<file path="config.mk">
export PLATFORM = sky130hd
export DESIGN_NAME = golay_enc
export DESIGN_NICKNAME = d
export VERILOG_FILES = /design/src/rtl/golay_pkg.sv /design/src/rtl/golay_ctrl.sv /design/src/rtl/golay_divider.sv /design/src/rtl/golay_collect.sv /design/src/rtl/golay_enc.sv
export SDC_FILE = /design/constraint.sdc
export NUM_CORES = 1
export LEC_CHECK = 0
export BUFFER_PORTS_ARGS = -buffer_cell sky130_fd_sc_hd__buf_2
export CORE_MARGIN = 2
export CORE_UTILIZATION = 60
export DETAILED_ROUTE_END_ITERATION = 7
export PLACE_DENSITY = 0.95
export SYNTH_ARGS = -nofsm -noshare
export SYNTH_HDL_FRONTEND = slang
export SYNTH_SLANG_ARGS = --single-unit
</file>
<file path="constraint.sdc">
create_clock -name clk -period 5.5 [get_ports clk]
set_clock_uncertainty 0.2 [all_clocks]
set_input_delay 1.375 -clock clk [delete_from_list [all_inputs] [get_ports clk]]
set_output_delay 1.375 -clock clk [all_outputs]
set_load 0.05 [all_outputs]
</file>
<file path="src/rtl/golay_pkg.sv">
package golay_pkg;

  typedef enum logic {
    ENC_FWD = 1'b0,
    ENC_REV = 1'b1
  } enc_mode_e;

  // Per-cycle action issued by the sequencer to the datapath.
  typedef enum logic [2:0] {
    OP_IDLE  = 3'd0,
    OP_DIV   = 3'd1,  // forward: shift a message bit through the divider
    OP_FLUSH = 3'd2,  // forward: move the remainder out, top bit first
    OP_TAIL  = 3'd3,  // forward: append the overall parity bit
    OP_POW   = 3'd4   // reverse: emit one message bit, step to the next power of x
  } step_op_e;

endpackage

</file>
<file path="src/rtl/golay_ctrl.sv">
module golay_ctrl
  import golay_pkg::*;
#(
  parameter int K = 12
) (
  input  logic      clk,
  input  logic      rst_n,
  input  logic      start,
  input  enc_mode_e mode_in,
  output logic      busy,
  output logic      done,
  output logic      load,
  output step_op_e  op
);

  localparam int N    = 2 * K;
  localparam int CNTW = $clog2(N);
  localparam logic [CNTW-1:0] LAST_FWD = CNTW'(N - 1);
  localparam logic [CNTW-1:0] LAST_REV = CNTW'(K - 1);
  localparam logic [CNTW-1:0] DIV_END  = CNTW'(K);

  logic [CNTW-1:0] cnt_q;
  enc_mode_e       mode_q;
  logic            busy_q;
  logic            done_q;
  logic            last_step;

  assign load      = start && !busy_q;
  assign last_step = busy_q && (cnt_q == ((mode_q == ENC_REV) ? LAST_REV : LAST_FWD));

  always_comb begin
    if (!busy_q)                op = OP_IDLE;
    else if (mode_q == ENC_REV) op = OP_POW;
    else if (cnt_q < DIV_END)   op = OP_DIV;
    else if (cnt_q == LAST_FWD) op = OP_TAIL;
    else                        op = OP_FLUSH;
  end

  always_ff @(posedge clk or negedge rst_n) begin
    if (!rst_n) begin
      busy_q <= 1'b0;
      done_q <= 1'b0;
      cnt_q  <= '0;
      mode_q <= ENC_FWD;
    end else begin
      done_q <= last_step;
      if (load) begin
        busy_q <= 1'b1;
        cnt_q  <= '0;
        mode_q <= mode_in;
      end else if (last_step) begin
        busy_q <= 1'b0;
      end else if (busy_q) begin
        cnt_q <= cnt_q + 1'b1;
      end
    end
  end

  assign busy = busy_q;
  assign done = done_q;


  done_pulse_chk: assert property (@(posedge clk) disable iff (!rst_n)
    done |=> !done);


  done_idle_chk: assert property (@(posedge clk) disable iff (!rst_n)
    done |-> (!busy_q && $past(busy_q)));


  run_count_chk: assert property (@(posedge clk) disable iff (!rst_n)
    (busy_q && !last_step) |=> (busy_q && cnt_q == $past(cnt_q) + 1'b1));


  mode_hold_chk: assert property (@(posedge clk) disable iff (!rst_n)
    (busy_q && !last_step) |=> $stable(mode_q));

endmodule

</file>
<file path="src/rtl/golay_divider.sv">
module golay_divider
  import golay_pkg::*;
#(
  parameter int              DEG   = 11,
  parameter logic [DEG-1:0]  GPOLY = 'h2E3
) (
  input  logic           clk,
  input  logic           rst_n,
  input  logic           load,
  input  enc_mode_e      load_mode,
  input  step_op_e       op,
  input  logic           din_bit,
  output logic [DEG-1:0] rem
);

  // Multiply the residue by x and reduce modulo g(x).
  function automatic logic [DEG-1:0] mul_x(logic [DEG-1:0] s);
    return {s[DEG-2:0], 1'b0} ^ (s[DEG-1] ? GPOLY : '0);
  endfunction

  // One step of the serial division, message bit entering at the top.
  function automatic logic [DEG-1:0] div_in(logic [DEG-1:0] s, logic b);
    return {s[DEG-2:0], 1'b0} ^ ((b ^ s[DEG-1]) ? GPOLY : '0);
  endfunction

  logic [DEG-1:0] rem_q;

  always_ff @(posedge clk or negedge rst_n) begin
    if (!rst_n) begin
      rem_q <= '0;
    end else if (load) begin
      // Reverse mode starts from x^DEG mod g(x), which equals the low taps.
      rem_q <= (load_mode == ENC_REV) ? GPOLY : '0;
    end else begin
      case (op)
        OP_DIV:   rem_q <= div_in(rem_q, din_bit);
        OP_FLUSH: rem_q <= {rem_q[DEG-2:0], 1'b0};
        OP_POW:   rem_q <= mul_x(rem_q);
        default:  rem_q <= rem_q;
      endcase
    end
  end

  assign rem = rem_q;


  flush_empty_chk: assert property (@(posedge clk) disable iff (!rst_n)
    (op == OP_TAIL) |-> (rem_q == '0));


  pow_nonzero_chk: assert property (@(posedge clk) disable iff (!rst_n)
    (op == OP_POW) |-> (rem_q != '0));

endmodule

</file>
<file path="src/rtl/golay_collect.sv">
module golay_collect
  import golay_pkg::*;
#(
  parameter int K   = 12,
  parameter int DEG = 11
) (
  input  logic           clk,
  input  logic           rst_n,
  input  logic           load,
  input  logic [K-1:0]   din,
  input  step_op_e       op,
  input  logic [DEG-1:0] rem,
  output logic           msg_bit,
  output logic [2*K-1:0] code_out,
  output logic [K-1:0]   data_out
);

  localparam int N = 2 * K;

  // Row of the parity matrix for the current power: remainder bits, then the
  // bit that gives the unit message's codeword even weight.
  function automatic logic rev_bit(logic [K-1:0] p, logic [DEG-1:0] t);
    return ^(p & {t, ~^t});
  endfunction

  logic [K-1:0] in_q;
  logic [N-1:0] cw_q;
  logic [K-1:0] dr_q;
  logic         acc_q;

  assign msg_bit = in_q[K-1];

  always_ff @(posedge clk or negedge rst_n) begin
    if (!rst_n) begin
      in_q  <= '0;
      cw_q  <= '0;
      dr_q  <= '0;
      acc_q <= 1'b0;
    end else if (load) begin
      in_q  <= din;
      acc_q <= 1'b0;
    end else begin
      case (op)
        OP_DIV: begin
          in_q  <= {in_q[K-2:0], 1'b0};
          cw_q  <= {cw_q[N-2:0], in_q[K-1]};
          acc_q <= acc_q ^ in_q[K-1];
        end
        OP_FLUSH: begin
          cw_q  <= {cw_q[N-2:0], rem[DEG-1]};
          acc_q <= acc_q ^ rem[DEG-1];
        end
        OP_TAIL: cw_q <= {cw_q[N-2:0], acc_q};
        OP_POW:  dr_q <= {rev_bit(in_q, rem), dr_q[K-1:1]};
        default: ;
      endcase
    end
  end

  assign code_out = cw_q;
  assign data_out = dr_q;


  tail_parity_chk: assert property (@(posedge clk) disable iff (!rst_n)
    (op == OP_TAIL) |=> (^cw_q == 1'b0));


  data_hold_chk: assert property (@(posedge clk) disable iff (!rst_n)
    (op != OP_POW) |=> $stable(dr_q));


  code_hold_chk: assert property (@(posedge clk) disable iff (!rst_n)
    (op == OP_POW || op == OP_IDLE) |=> $stable(cw_q));

endmodule

</file>
<file path="src/rtl/golay_enc.sv">
module golay_enc
  import golay_pkg::*;
#(
  parameter int               K     = 12,
  parameter logic [K-2:0]     GPOLY = 'h2E3
) (
  input  logic             clk,
  input  logic             rst_n,
  input  logic             start,
  input  logic             mode,
  input  logic [K-1:0]     din,
  output logic             busy,
  output logic             done,
  output logic [2*K-1:0]   code_out,
  output logic [K-1:0]     data_out
);

  localparam int DEG = K - 1;

  logic           load;
  step_op_e       op;
  logic [DEG-1:0] rem;
  logic           msg_bit;
  enc_mode_e      mode_e;

  assign mode_e = enc_mode_e'(mode);

  golay_ctrl #(.K(K)) u_ctrl (
    .clk     (clk),
    .rst_n   (rst_n),
    .start   (start),
    .mode_in (mode_e),
    .busy    (busy),
    .done    (done),
    .load    (load),
    .op      (op)
  );

  golay_divider #(.DEG(DEG), .GPOLY(GPOLY)) u_div (
    .clk       (clk),
    .rst_n     (rst_n),
    .load      (load),
    .load_mode (mode_e),
    .op        (op),
    .din_bit   (msg_bit),
    .rem       (rem)
  );

  golay_collect #(.K(K), .DEG(DEG)) u_col (
    .clk      (clk),
    .rst_n    (rst_n),
    .load     (load),
    .din      (din),
    .op       (op),
    .rem      (rem),
    .msg_bit  (msg_bit),
    .code_out (code_out),
    .data_out (data_out)
  );


  start_ignored_chk: assert property (@(posedge clk) disable iff (!rst_n)
    (busy && !done && start) |=> (busy || done));

endmodule

</file>
==> results.md <==
- The count of final setup violators is 0.
- The critical path's top delay family is flip-flops.
- Static timing analysis puts the maximum clock frequency at 356 MHz.
- The wire length reported by the detailed router is 6.99 mm.
- The simple logic cell fraction of the synthesized area is 20.3%.
- The number of setup buffers added after CTS is 0.
- Summed over all layers, the global routing overflow is 0.
- Global routing used around a quarter of the available tracks.
- Summed over all nets, the half-perimeter wirelength after detailed placement is between 4 and 5 mm.
- The initial antenna violation count is 0.
- The number of distinct standard cells referenced by the synthesized netlist is 38.
- The mux cell area share after synthesis is 7.07%.
- The async set-reset flop share out of synthesis is 100%.
- The number of global-route vias before repair is roughly 2500.
- The floorplan step defined a die boundary enclosing 0.00588 sq mm.
- The biggest fanout along the worst timing path is 11.
- The final-report hold violation count is 0.
- Measured against its own limit, the worst slew margin works out to ~34%.
- After Yosys synthesis, XOR and XNOR cells account for 7.15% of the synthesized area.
- Buffers inserted to repair hold after CTS numbered 0.
- The congestion estimate from routability-driven global placement came to 0.826.
- The cell with the largest stage delay on the worst path is sky130_fd_sc_hd__dfrtp_1.
- The first global-routing pass estimated around 12 mm of wire.
- The count of port buffers added during placement is 53.
- The dominant combinational cell family by area after synthesis is simple AND/OR/NAND/NOR gates.
- The average instance in the mapped netlist occupies ~10 sq um.
- In this run the worst hold path is classified as flip-flop to flip-flop.
- Sorting the synthesized cells by area gives the leading types as sky130_fd_sc_hd__dfrtp_1 54%, sky130_fd_sc_hd__nand2_1 14%, sky130_fd_sc_hd__mux2_2 3.9%.
- The number of pins with negative max-slew slack in the final report is 0.
- STA classifies the critical path endpoint as an output port.
- The post-synthesis sequential element count is 68.
- The leading register cell type out of synthesis is sky130_fd_sc_hd__dfrtp_1.
- After detailed routing, the average wire length per cell comes to between 15 and 20 um.
- Once detail routing completed, the nets flagged for antenna violations numbered 0.
- The part of the cycle the worst path needs is 51.1%.
- The post-layout minimum cycle time is 2810 ps.
- The quantity of gates resized following cts is 0.
- The critical setup path kind is flip-flop to output port.
- The number of instances in the synthesized netlist is between 300 and 400.
- The pre-antenna-repair detailed-routing pass consisted of 4 iterations.
- The die is 76.7 um wide.
- The total negative slack for setup checks is 0 ps.
- CTS built an H-tree with a depth of 3.
- Compared with the post-synthesis result, the final layout area differs by 16.2%.
- TritonCTS built the clock tree.
- For this design, the sink count on the clock tree is about 70.
- The biggest area consumer among synthesized cells is sky130_fd_sc_hd__dfrtp_1.
- In the layout the commonest cells are 121 x sky130_fd_sc_hd__nand2_1, 68 x sky130_fd_sc_hd__dfrtp_1, 53 x sky130_fd_sc_hd__buf_2.
- STA classifies the critical path startpoint as a flip-flop.
- The synthesized-area fraction occupied by ao, oa, aoi and oai cells is 8.22%.
- No sink is reached through more buffers than the 2 on the longest clock path.
- The net count after synthesis is 335.
- The per-cell via count in the routed design is 5.66.
- In this run, the number of DRC markers left after iteration 0 of detailed routing was 199.
- Max-cap violations in this run came to 0.
- For this block, the via count after detailed routing is 2512.
- The number of core rows is 26.
- After clock tree synthesis, the clock-pin slew on the worst setup and hold paths is 80 ps.
- Setup repair after global routing left no endpoint under its margin.
- The post-synthesis adder-cell area fraction is less than 1%.
- The insertion delay to the later sink of the worst-skew pair is around 350 ps.
- The post-synth design cell area is 0.00317 sq mm.
- The placeable core region is 0.00511 sq mm.
- The count of boundary I/O pins is 54.
- The most common cell after layout, fill and taps aside is sky130_fd_sc_hd__nand2_1.
- From bottom edge to top edge, the die measures approximately 77 um.
- The required time at the worst-slack endpoint is 3920 ps.
- The net total in the final layout is 387.
- The detailed-route DRC error count is 0.
- The number of warning messages in the yosys log is 0.
- For the pin with the worst max-slew slack, the measured transition is 985 ps.
- The endpoint arrival time on the critical path is 1240 ps.
- The final antenna diode count is 0.
- The number of synthesized flops with an enable pin is 0.
- In this run, CTS created clock tree buffers numbering 9.
- The largest single stage delay on the critical path is 550 ps.
- The sequential share of the synthesized area is 53.7%.
- Clock tree synthesis selected as its root buffer the cell sky130_fd_sc_hd__clkbuf_8.
- The pin count of the biggest net entering global routing is 37.
- Cells with a size suffix above 1 make up 24.6% of the layout.
- The flow ran to the end, and the final reports show no timing, DRC or antenna violations.
- The area fraction of the dominant cell type after synthesis is between 50% and 60%.
- The number of buffers and inverters on the critical path is 1.
- The initial utilization of the core area, before any placement, comes to 62.0%.
- Traced cell by cell, the critical path runs through buf_2.
state kept, by name (all words and copies together) (netlist names):
register,cells
u_col.in_q,12
u_ctrl.cnt_q,5
u_col.acc_q,1
u_ctrl.mode_q,1
u_col.code_out,24
u_div.rem,11
u_ctrl.busy,1
u_col.data_out,12
u_ctrl.done,1
through the flow:
| step | std cells | util, % | instance area, sq um | hold slack [ps] | setup slack (ps) |
|---|---|---|---|---|---|
| after floorplan | 317 | - | 3170 | 268 | 2950 |
| after global placement | 428 | 67.6 | 3450 | 252 | 2780 |
| after detailed placement | 428 | 67.6 | 3450 | 258 | 2670 |
| after CTS | 444 | 72.0 | 3680 | 288 | 2690 |
| after global routing | 444 | 72.0 | 3680 | 317 | 2550 |
| final | 444 | 72.0 | 3680 | 286 | 2690 |
path summary, 6_finish.rpt:
path,from,endpoint,slack [ps],cells past startpoint
worst max-delay path,u_ctrl.busy$_DFFE_PN0P_,busy,2690,1
worst min-delay path,u_col.code_out[23]$_DFFE_PN0P_,u_col.code_out[23]$_DFFE_PN0P_,290,2
worst max register to register,u_ctrl.busy$_DFFE_PN0P_,u_div.rem[9]$_DFFE_PN0P_,2750,6
worst min register to register,u_col.code_out[23]$_DFFE_PN0P_,u_col.code_out[23]$_DFFE_PN0P_,290,2
max in group asynchronous,rst_n,u_col.acc_q$_DFFE_PN0P_,3280,2
min in group asynchronous,rst_n,u_col.data_out[7]$_DFFE_PN0P_,900,1
layer usage:
metal | track usage, % | vias to the layer above | routed length, um
met5 | 0 | - | 0
met4 | 14.7 | 0 | 280
met3 | 4.94 | 28 | 401
met2 | 42.1 | 99 | 3480
met1 | 31.9 | 1239 | 2830
li1 | - | 1146 | -
cells by family after synthesis:
group / after synthesis
and+or+nand+nor: 150
DFF: 68
AOI/OAI and AO/OA: 39
xor gates and xnor gates: 21
muxes: 21
buffers and inverters: 16
adders and majority gates: 2
final cells by class:
class	count	area (sq um)
Fill cell	361	1430
Clock inverter	7	100
Inverter	2	7.51
Timing Repair Buffer	55	280
Multi-Input combinational cell	233	1380
Clock buffer	9	124
Tap cell	70	87.6
Sequential cell	68	1700
synthesized netlist by cell type (2+ instances only):
cell type                  instances
sky130_fd_sc_hd__ha_1              2
sky130_fd_sc_hd__xnor2_1          12
sky130_fd_sc_hd__nor2_1            9
sky130_fd_sc_hd__a21oi_1           6
sky130_fd_sc_hd__buf_2             4
sky130_fd_sc_hd__mux2i_1          10
sky130_fd_sc_hd__dfrtp_1          68
sky130_fd_sc_hd__and2b_1           2
sky130_fd_sc_hd__mux2_2           11
sky130_fd_sc_hd__a22o_1            6
sky130_fd_sc_hd__inv_1             2
sky130_fd_sc_hd__o21ai_0          12
sky130_fd_sc_hd__buf_4             4
sky130_fd_sc_hd__nand3_1           4
sky130_fd_sc_hd__xnor3_1           2
sky130_fd_sc_hd__nand2_1         121
sky130_fd_sc_hd__nor2_2            2
sky130_fd_sc_hd__clkbuf_1          5
sky130_fd_sc_hd__xor2_1            5
sky130_fd_sc_hd__a22oi_1           9
sky130_fd_sc_hd__xnor2_2           2
sky130_fd_sc_hd__nor4bb_1          2
sky130_fd_sc_hd__nor3_4            2
Power is not shown: default switching activity piles up to over one toggle a cycle in this logic, so the estimate is an artifact.
